$ cat src/rtl/vramDmaPkg.sv
package vramDmaPkg;

  typedef enum logic [1:0] {
    ST_IDLE,
    ST_READ,
    ST_WRITE
  } dmaStateT;

  // strobes from the control FSM to the datapath
  typedef struct packed {
    logic busy;      // a run is in progress
    logic armPtrs;   // accepted control write: load pointers and control byte
    logic runAll;    // start a run of the full requested length
    logic runOne;    // start a run of a single unit
    logic step;      // one byte has been written
    logic endRun;    // the last byte of the run is being written
    logic endBlank;  // the run that ends belongs to line-gap mode
  } dmaStrobeT;

  localparam logic [2:0] REG_SRC_HI = 3'd0;
  localparam logic [2:0] REG_SRC_LO = 3'd1;
  localparam logic [2:0] REG_DST_HI = 3'd2;
  localparam logic [2:0] REG_DST_LO = 3'd3;
  localparam logic [2:0] REG_CTRL   = 3'd4;

endpackage

$ cat src/rtl/vramDmaCtrl.sv
module vramDmaCtrl
  import vramDmaPkg::*;
#(
  parameter int MODE_W = 2
) (
  input  logic              clk,
  input  logic              rstN,
  input  logic              regWrEn,
  input  logic [2:0]        regWrAddr,
  input  logic              modeBit,
  input  logic [MODE_W-1:0] videoMode,
  input  logic              blankStart,
  input  logic              srcBad,
  input  logic              lastByte,
  input  logic              ctrlZero,
  output dmaStrobeT         stb,
  output logic              memRdEn,
  output logic              memWrEn,
  output logic              cpuStall
);

  dmaStateT stateQ;
  logic     blankOnQ;
  logic     blankPrevQ;

  logic ctrlHit;
  logic startNow;
  logic blankEdge;
  logic trigger;

  assign ctrlHit   = regWrEn && (regWrAddr == REG_CTRL) && (stateQ == ST_IDLE) && !srcBad;
  assign startNow  = (!blankOnQ && !modeBit) || (videoMode == '0);
  assign blankEdge = blankStart && !blankPrevQ;
  assign trigger   = (stateQ == ST_IDLE) && !ctrlHit && blankOnQ && blankEdge;

  always_comb begin
    stb          = '0;
    stb.busy     = (stateQ != ST_IDLE);
    stb.armPtrs  = ctrlHit;
    stb.runAll   = ctrlHit && startNow && !modeBit;
    stb.runOne   = (ctrlHit && startNow && modeBit) || trigger;
    stb.step     = (stateQ == ST_WRITE);
    stb.endRun   = (stateQ == ST_WRITE) && lastByte;
    stb.endBlank = blankOnQ;
  end

  assign memRdEn  = (stateQ == ST_READ);
  assign memWrEn  = (stateQ == ST_WRITE);
  assign cpuStall = stb.busy;

  always_ff @(posedge clk) begin
    if (!rstN) begin
      stateQ     <= ST_IDLE;
      blankOnQ   <= 1'b0;
      blankPrevQ <= 1'b0;
    end else begin
      blankPrevQ <= blankStart;
      unique case (stateQ)
        ST_IDLE:  if (stb.runAll || stb.runOne) stateQ <= ST_READ;
        ST_READ:  stateQ <= ST_WRITE;
        ST_WRITE: stateQ <= lastByte ? ST_IDLE : ST_READ;
        default:  stateQ <= ST_IDLE;
      endcase
      if (ctrlHit) begin
        blankOnQ <= modeBit;
      end else if (stb.endRun && blankOnQ && ctrlZero) begin
        blankOnQ <= 1'b0;
      end
    end
  end

  AST_EXCLUSIVE_PORTS: assert property (@(posedge clk) disable iff (!rstN)
    !(memRdEn && memWrEn));

  AST_WRITE_AFTER_READ: assert property (@(posedge clk) disable iff (!rstN)
    memRdEn |=> memWrEn);

  AST_DISARM_AT_WRAP: assert property (@(posedge clk) disable iff (!rstN)
    (stb.endRun && blankOnQ && ctrlZero && !ctrlHit) |=> !blankOnQ);

endmodule

$ cat src/rtl/vramDmaPath.sv
module vramDmaPath
  import vramDmaPkg::*;
#(
  parameter int DATA_W    = 8,
  parameter int UNIT_BITS = 4,
  parameter int WIN_BITS  = 13,
  parameter int WIN_BASE  = 'h8000
) (
  input  logic                  clk,
  input  logic                  rstN,
  input  dmaStrobeT             stb,
  input  logic                  regWrEn,
  input  logic [2:0]            regWrAddr,
  input  logic [DATA_W-1:0]     regWrData,
  input  logic [2:0]            regRdAddr,
  output logic [DATA_W-1:0]     regRdData,
  input  logic [DATA_W-1:0]     memRdData,
  output logic [2*DATA_W-1:0]   memRdAddr,
  output logic [2*DATA_W-1:0]   memWrAddr,
  output logic [DATA_W-1:0]     memWrData,
  output logic                  srcBad,
  output logic                  lastByte,
  output logic                  ctrlZero
);

  localparam int ADDR_W = 2 * DATA_W;
  localparam int LEN_W  = DATA_W - 1;
  localparam int TAG_W  = ADDR_W - WIN_BITS;
  localparam int N_ADDR_REGS = 4;
  localparam logic [ADDR_W-1:0] WIN_BASE_V = ADDR_W'(WIN_BASE);
  localparam logic [TAG_W-1:0]  WIN_TAG    = WIN_BASE_V[ADDR_W-1:WIN_BITS];

  logic [DATA_W-1:0]   addrRegQ [N_ADDR_REGS];
  logic [DATA_W-1:0]   ctrlQ;
  logic [ADDR_W-1:0]   srcPtrQ;
  logic [WIN_BITS-1:0] dstOffQ;
  logic [UNIT_BITS-1:0] byteCntQ;
  logic [LEN_W:0]      unitsLeftQ;

  logic [ADDR_W-1:0]   reqSrc;
  logic [ADDR_W-1:0]   reqDstRaw;
  logic [WIN_BITS-1:0] reqDstOff;
  logic [ADDR_W-1:0]   nxtSrc;
  logic [ADDR_W-1:0]   nxtDst;
  logic [DATA_W-1:0]   nxtBytes [N_ADDR_REGS];

  // requested addresses, aligned to a unit
  assign reqSrc    = {addrRegQ[REG_SRC_HI], addrRegQ[REG_SRC_LO][DATA_W-1:UNIT_BITS], {UNIT_BITS{1'b0}}};
  assign reqDstRaw = {addrRegQ[REG_DST_HI], addrRegQ[REG_DST_LO]};
  assign reqDstOff = {reqDstRaw[WIN_BITS-1:UNIT_BITS], {UNIT_BITS{1'b0}}};
  assign srcBad    = (reqSrc[ADDR_W-1:WIN_BITS] == WIN_TAG);

  // addresses that follow the byte now being written
  assign nxtSrc = srcPtrQ + 1'b1;
  assign nxtDst = {WIN_TAG, dstOffQ + 1'b1};
  assign nxtBytes[REG_SRC_HI] = nxtSrc[ADDR_W-1:DATA_W];
  assign nxtBytes[REG_SRC_LO] = nxtSrc[DATA_W-1:0];
  assign nxtBytes[REG_DST_HI] = nxtDst[ADDR_W-1:DATA_W];
  assign nxtBytes[REG_DST_LO] = nxtDst[DATA_W-1:0];

  assign lastByte = (byteCntQ == '1) && (unitsLeftQ == (LEN_W+1)'(1));
  assign ctrlZero = (ctrlQ == '0);

  assign memRdAddr = srcPtrQ;
  assign memWrAddr = {WIN_TAG, dstOffQ};
  assign memWrData = memRdData;

  // address byte registers: software write when idle, write-back at run end
  for (genvar i = 0; i < N_ADDR_REGS; i++) begin : g_addrReg
    always_ff @(posedge clk) begin
      if (!rstN) begin
        addrRegQ[i] <= '0;
      end else if (stb.endRun) begin
        addrRegQ[i] <= nxtBytes[i];
      end else if (regWrEn && !stb.busy && (regWrAddr == 3'(i))) begin
        addrRegQ[i] <= regWrData;
      end
    end
  end

  always_ff @(posedge clk) begin
    if (!rstN) begin
      ctrlQ <= '1;
    end else if (stb.endRun) begin
      ctrlQ <= stb.endBlank ? ctrlQ - 1'b1 : '1;
    end else if (stb.armPtrs) begin
      ctrlQ <= regWrData[DATA_W-1] ? {1'b0, regWrData[LEN_W-1:0]} : regWrData;
    end
  end

  always_ff @(posedge clk) begin
    if (!rstN) begin
      srcPtrQ    <= '0;
      dstOffQ    <= '0;
      byteCntQ   <= '0;
      unitsLeftQ <= '0;
    end else begin
      if (stb.armPtrs) begin
        srcPtrQ <= reqSrc;
        dstOffQ <= reqDstOff;
      end else if (stb.step) begin
        srcPtrQ <= nxtSrc;
        dstOffQ <= dstOffQ + 1'b1;
      end
      if (stb.runAll) begin
        unitsLeftQ <= {1'b0, regWrData[LEN_W-1:0]} + 1'b1;
        byteCntQ   <= '0;
      end else if (stb.runOne) begin
        unitsLeftQ <= (LEN_W+1)'(1);
        byteCntQ   <= '0;
      end else if (stb.step) begin
        byteCntQ <= byteCntQ + 1'b1;
        if (byteCntQ == '1) unitsLeftQ <= unitsLeftQ - 1'b1;
      end
    end
  end

  always_comb begin
    unique case (regRdAddr)
      REG_SRC_HI: regRdData = addrRegQ[REG_SRC_HI];
      REG_SRC_LO: regRdData = addrRegQ[REG_SRC_LO];
      REG_DST_HI: regRdData = addrRegQ[REG_DST_HI];
      REG_DST_LO: regRdData = addrRegQ[REG_DST_LO];
      REG_CTRL:   regRdData = ctrlQ;
      default:    regRdData = '1;
    endcase
  end

  AST_REGS_FROZEN_BUSY: assert property (@(posedge clk) disable iff (!rstN)
    (stb.busy && $past(stb.busy)) |-> ($stable(ctrlQ) && $stable(addrRegQ[REG_SRC_HI])
                                       && $stable(addrRegQ[REG_DST_HI])));

  AST_UNITS_NONZERO: assert property (@(posedge clk) disable iff (!rstN)
    stb.step |-> (unitsLeftQ != '0));

endmodule

$ cat src/rtl/vramDma.sv
module vramDma
  import vramDmaPkg::*;
#(
  parameter int DATA_W    = 8,
  parameter int UNIT_BITS = 4,
  parameter int WIN_BITS  = 13,
  parameter int WIN_BASE  = 'h8000,
  parameter int MODE_W    = 2
) (
  input  logic                clk,
  input  logic                rstN,
  input  logic                regWrEn,
  input  logic [2:0]          regWrAddr,
  input  logic [DATA_W-1:0]   regWrData,
  input  logic [2:0]          regRdAddr,
  output logic [DATA_W-1:0]   regRdData,
  input  logic [MODE_W-1:0]   videoMode,
  input  logic                blankStart,
  output logic                memRdEn,
  output logic [2*DATA_W-1:0] memRdAddr,
  input  logic [DATA_W-1:0]   memRdData,
  output logic                memWrEn,
  output logic [2*DATA_W-1:0] memWrAddr,
  output logic [DATA_W-1:0]   memWrData,
  output logic                cpuStall
);

  dmaStrobeT stb;
  logic srcBad;
  logic lastByte;
  logic ctrlZero;

  vramDmaCtrl #(.MODE_W(MODE_W)) i_ctrl (
    .clk       (clk),
    .rstN      (rstN),
    .regWrEn   (regWrEn),
    .regWrAddr (regWrAddr),
    .modeBit   (regWrData[DATA_W-1]),
    .videoMode (videoMode),
    .blankStart(blankStart),
    .srcBad    (srcBad),
    .lastByte  (lastByte),
    .ctrlZero  (ctrlZero),
    .stb       (stb),
    .memRdEn   (memRdEn),
    .memWrEn   (memWrEn),
    .cpuStall  (cpuStall)
  );

  vramDmaPath #(
    .DATA_W   (DATA_W),
    .UNIT_BITS(UNIT_BITS),
    .WIN_BITS (WIN_BITS),
    .WIN_BASE (WIN_BASE)
  ) i_path (
    .clk       (clk),
    .rstN      (rstN),
    .stb       (stb),
    .regWrEn   (regWrEn),
    .regWrAddr (regWrAddr),
    .regWrData (regWrData),
    .regRdAddr (regRdAddr),
    .regRdData (regRdData),
    .memRdData (memRdData),
    .memRdAddr (memRdAddr),
    .memWrAddr (memWrAddr),
    .memWrData (memWrData),
    .srcBad    (srcBad),
    .lastByte  (lastByte),
    .ctrlZero  (ctrlZero)
  );

  AST_STALL_COVERS_TRAFFIC: assert property (@(posedge clk) disable iff (!rstN)
    (memRdEn || memWrEn) |-> cpuStall);

  AST_SOURCE_STEP: assert property (@(posedge clk) disable iff (!rstN)
    (memRdEn && $past(memWrEn)) |-> (memRdAddr == $past(memRdAddr, 2) + 1'b1));

  AST_DEST_WINDOW: assert property (@(posedge clk) disable iff (!rstN)
    (memWrEn && $past(memWrEn, 2) && cpuStall) |->
      ((memWrAddr[WIN_BITS-1:0] == $past(memWrAddr[WIN_BITS-1:0], 2) + 1'b1)
       && (memWrAddr[2*DATA_W-1:WIN_BITS] == $past(memWrAddr[2*DATA_W-1:WIN_BITS], 2))));

endmodule

$ cat config.mk
export PLATFORM = sky130hd
export DESIGN_NAME = vramDma
export DESIGN_NICKNAME = d
export VERILOG_FILES = /design/src/rtl/vramDmaPkg.sv /design/src/rtl/vramDmaCtrl.sv /design/src/rtl/vramDmaPath.sv /design/src/rtl/vramDma.sv
export SDC_FILE = /design/constraint.sdc
export NUM_CORES = 1
export LEC_CHECK = 0
export ABC_CLOCK_PERIOD_IN_PS = 2300
export CAP_MARGIN = 20
export CELL_PAD_IN_SITES_DETAIL_PLACEMENT = 1
export CELL_PAD_IN_SITES_GLOBAL_PLACEMENT = 2
export CORE_ASPECT_RATIO = 1.5
export CORE_MARGIN = 2
export CORE_UTILIZATION = 30
export CTS_BUF_LIST = sky130_fd_sc_hd__clkbuf_4
export DETAILED_ROUTE_END_ITERATION = 6
export PLACE_DENSITY_LB_ADDON = 0.05
export SLEW_MARGIN = 20
export SYNTH_ARGS = -nofsm -noshare
export SYNTH_HDL_FRONTEND = slang
export SYNTH_SLANG_ARGS = --single-unit
$ cat constraint.sdc
create_clock -name clk -period 2.3 [get_ports clk]
set_input_delay 0.46 -clock clk [delete_from_list [all_inputs] [get_ports clk]]
set_output_delay 0.46 -clock clk [all_outputs]
set_load 0.01 [all_outputs]
==> impl_metrics.tcl <==
set metrics [dict create \
    ant_nets 0 \
    post_dp_cell_area_sq_um 6350 \
    gp_congestion 0.852 \
    setup_viol 30 \
    rows 58 \
    ys.flop_type "dfxtp_1" \
    cp-end-kind "register" \
    core_area_sq_um 16700 \
    cts_made_buffers 9 \
    rsz0062_at_grt "yes" \
    grt_pass1_wl_mm 30.9 \
    leakage_nw 2.57 \
    cts_sinks 85 \
    synth-edff-count 32 \
    synthCells 594 \
    dp_hpwl_mm 15.1 \
    multi_input_area_sq_um 2930 \
    tritoncts "yes" \
    ys_seq_elements 85 \
    crit_type "register to register" \
    path_max_fanout 13 \
    grt_overflow 0 \
    io_pins 79 \
    drtIter0Drc 303 \
    fin_ws_ps -118 \
    clk_pin_slew_ps 150 \
    synth.distinct_cells 64 \
    die_w_um 110 \
    die_y_um 164 \
    drive_above_1_share 0.234 \
    crit_family "simple AND/OR/NAND/NOR gates" \
    syn_avg_cell_area_sq_um 8.58 \
    fillerInstances 1972 \
    ir_worst_vdd_uv 228 \
    grt_max_degree 42 \
    layout_min_cycle_time_ps 2420 \
    most-common-layout-cells "69 x nand2_1, 68 x buf_4, 62 x nor2_1, 50 x dfxtp_1, 47 x clkdlybuf4s50_1" \
    cp-start-kind "register" \
    clk_path_buf_depth 2 \
    async_flop_share 0 \
    powerDensity_nw_per_um2 436 \
    syn2layout_area_growth_pct 32.1 \
    cts_root_buf "clkbuf_4" \
    gr-usage-all-layers 0.226 \
    violations "setup timing" \
    hold_buffers 0 \
    start_util 0.305 \
    critical-path-max-stage-delay_ps 560 \
    ys_seq_area_frac 0.397 \
    drv_slew 0 \
    crit_slowest_cell "or4_4" \
    cp.arrival_ps 2750 \
    status "finished, violations left" \
    drc 0 \
    cap_violations 0 \
    syn_area_sq_um 5090 \
    drtPass1Iterations 5 \
    cp.required_ps 2630 \
    die_area_sq_um 18100 \
    drt_wl_total_mm 20.3 \
    viasPerCell 5.36 \
    port_buffers 59 \
    htree_levels 3 \
    clock_latency_ps 500 \
    crit_chain "or4b_4 > or4_4 > or3_4 > buf_12 > o21ai_0" \
    min_path_type "register to register" \
    skew_ps 24.7 \
    p_total_w 0.00294 \
    wl_per_cell_um 22.2 \
    final_cell_area_sq_um 6730 \
    dr_total_vias 4911 \
    antenna_found_initial 1 \
    grt_pass1_vias 5284 \
    ys.warnings.count 0 \
    layout_commonest_cell "nand2_1" \
    path_buf_inv 1 \
    fin_crit_sh 1.05 \
    nets 735 \
    regArea_sq_um 2030 \
    hold_viol 0 \
    fmax_ghz 0.414 \
]
cells by family (layout without fill, tap and decap cells):
| kind of cell | after synthesis | after routing | share of synthesized area |
|---|---|---|---|
| simple gates | 229 | 229 | 0.218 |
| compound gates | 150 | 150 | 0.204 |
| flops | 85 | 85 | 0.397 |
| buf+inv | 65 | 175 | 0.0609 |
| xor+xnor | 42 | 42 | 0.0722 |
| mux | 14 | 14 | 0.0295 |
| fa+ha+maj | 7 | 7 | 0.0172 |
| other cells | 2 | 4 | 0.00147 |
final cells by class:
| cell class | count | area share |
|---|---|---|
| diodes | 1 | 0.000372 |
| flip-flops and latches | 85 | 0.301 |
| multi-input cells | 445 | 0.435 |
| inverters | 16 | 0.00967 |
| repair buffers | 143 | 0.198 |
| clock inverters | 7 | 0.00743 |
| well taps | 210 | 0.0390 |
| clock buffers | 9 | 0.0100 |
through the flow:
stage,cells,util,worst slack (ps),TNS [ps],hold slack (ps)
3_3_place_gp,886,0.380,-429,-8570,462
2_1_floorplan,595,-,-22.0,-352,451
5_1_grt,916,0.403,-142,-3180,531
3_5_place_dp,886,0.380,-422,-10500,489
6_report,916,0.403,-118,-1280,503
4_1_cts,911,0.395,-129,-2060,511
worst register-to-register path: stages, from the launching register on:
cell and delay [ps]:
dfxtp_2 350, or4b_4 540, or4_4 560, or3_4 470
buf_12 180, o21ai_0 160
repair_timing:
item | 4_1_cts | 5_1_grt
pin swaps | 19 | 17
buffers inserted | 10 | 4
endpoints found under the setup margin | 82 | 79
gates resized for setup | 70 | 29
gates cloned | 1 | 1
per-layer routing:
metal	global-route usage	vias to the layer above	share of wire
met2	0.433	91	0.54
met1	0.248	2440	0.41
met3	0.0312	31	0.024
met4	0.0966	0	0.034
met5	0	-	0
li1	-	2349	-
cells in the mapped netlist (4+ instances only):
cell type | instances | area share
nand2_1 | 69 | 0.051
nor2_1 | 65 | 0.048
dfxtp_1 | 53 | 0.21
o21ai_0 | 34 | 0.033
edfxtp_1 | 32 | 0.19
clkbuf_1 | 30 | 0.022
a21oi_1 | 25 | 0.025
xnor2_1 | 23 | 0.040
xor2_1 | 19 | 0.033
nand3_1 | 18 | 0.018
inv_1 | 15 | 0.011
and3_1 | 14 | 0.017
o21ai_2 | 14 | 0.024
nor3_1 | 12 | 0.012
buf_4 | 11 | 0.016
or3_1 | 10 | 0.012
a222oi_1 | 8 | 0.016
mux2_2 | 8 | 0.018
o22ai_1 | 8 | 0.0098
a22oi_1 | 7 | 0.010
ha_1 | 7 | 0.017
a31oi_1 | 6 | 0.0074
mux2i_1 | 6 | 0.012
and4_1 | 5 | 0.0086
nor3b_1 | 5 | 0.0074
o211a_1 | 5 | 0.0098
o21ai_1 | 5 | 0.0049
o32ai_1 | 5 | 0.0086
and2_1 | 4 | 0.0049
nand2b_1 | 4 | 0.0049
nand4_1 | 4 | 0.0049
nor2b_1 | 4 | 0.0049
o211ai_1 | 4 | 0.0059
o22a_1 | 4 | 0.0069
o31ai_1 | 4 | 0.0059
power by group:
part	internal (W)	switching [W]	total, W
clock network	0.000226	0.000633	0.000859
logic	0.000207	0.000234	0.000441
registers	0.00160	0.0000417	0.00164
flip-flops by register name (all words and copies together) (netlist names):
signal	cells
i_path.ctrlQ	8
i_ctrl.blankPrevQ	1
i_path.byteCntQ	4
i_path.addrRegQ	32
i_path.dstOffQ	13
i_ctrl.stateQ	2
i_ctrl.blankOnQ	1
i_path.memRdAddr	16
i_path.unitsLeftQ	8
path summary, 6_finish.rpt:
check,end,cells past startpoint,slack [ps],startpoint
hold / removal,i_path.byteCntQ[1],2,500,i_path.byteCntQ[1]
hold reg to reg,i_path.byteCntQ[1],2,500,i_path.byteCntQ[1]
setup / recovery,i_path.addrRegQ[3][7],5,-120,i_path.unitsLeftQ[5]
setup reg to reg,i_path.addrRegQ[3][7],5,-120,i_path.unitsLeftQ[5]
(Power assumes the default switching activity.)
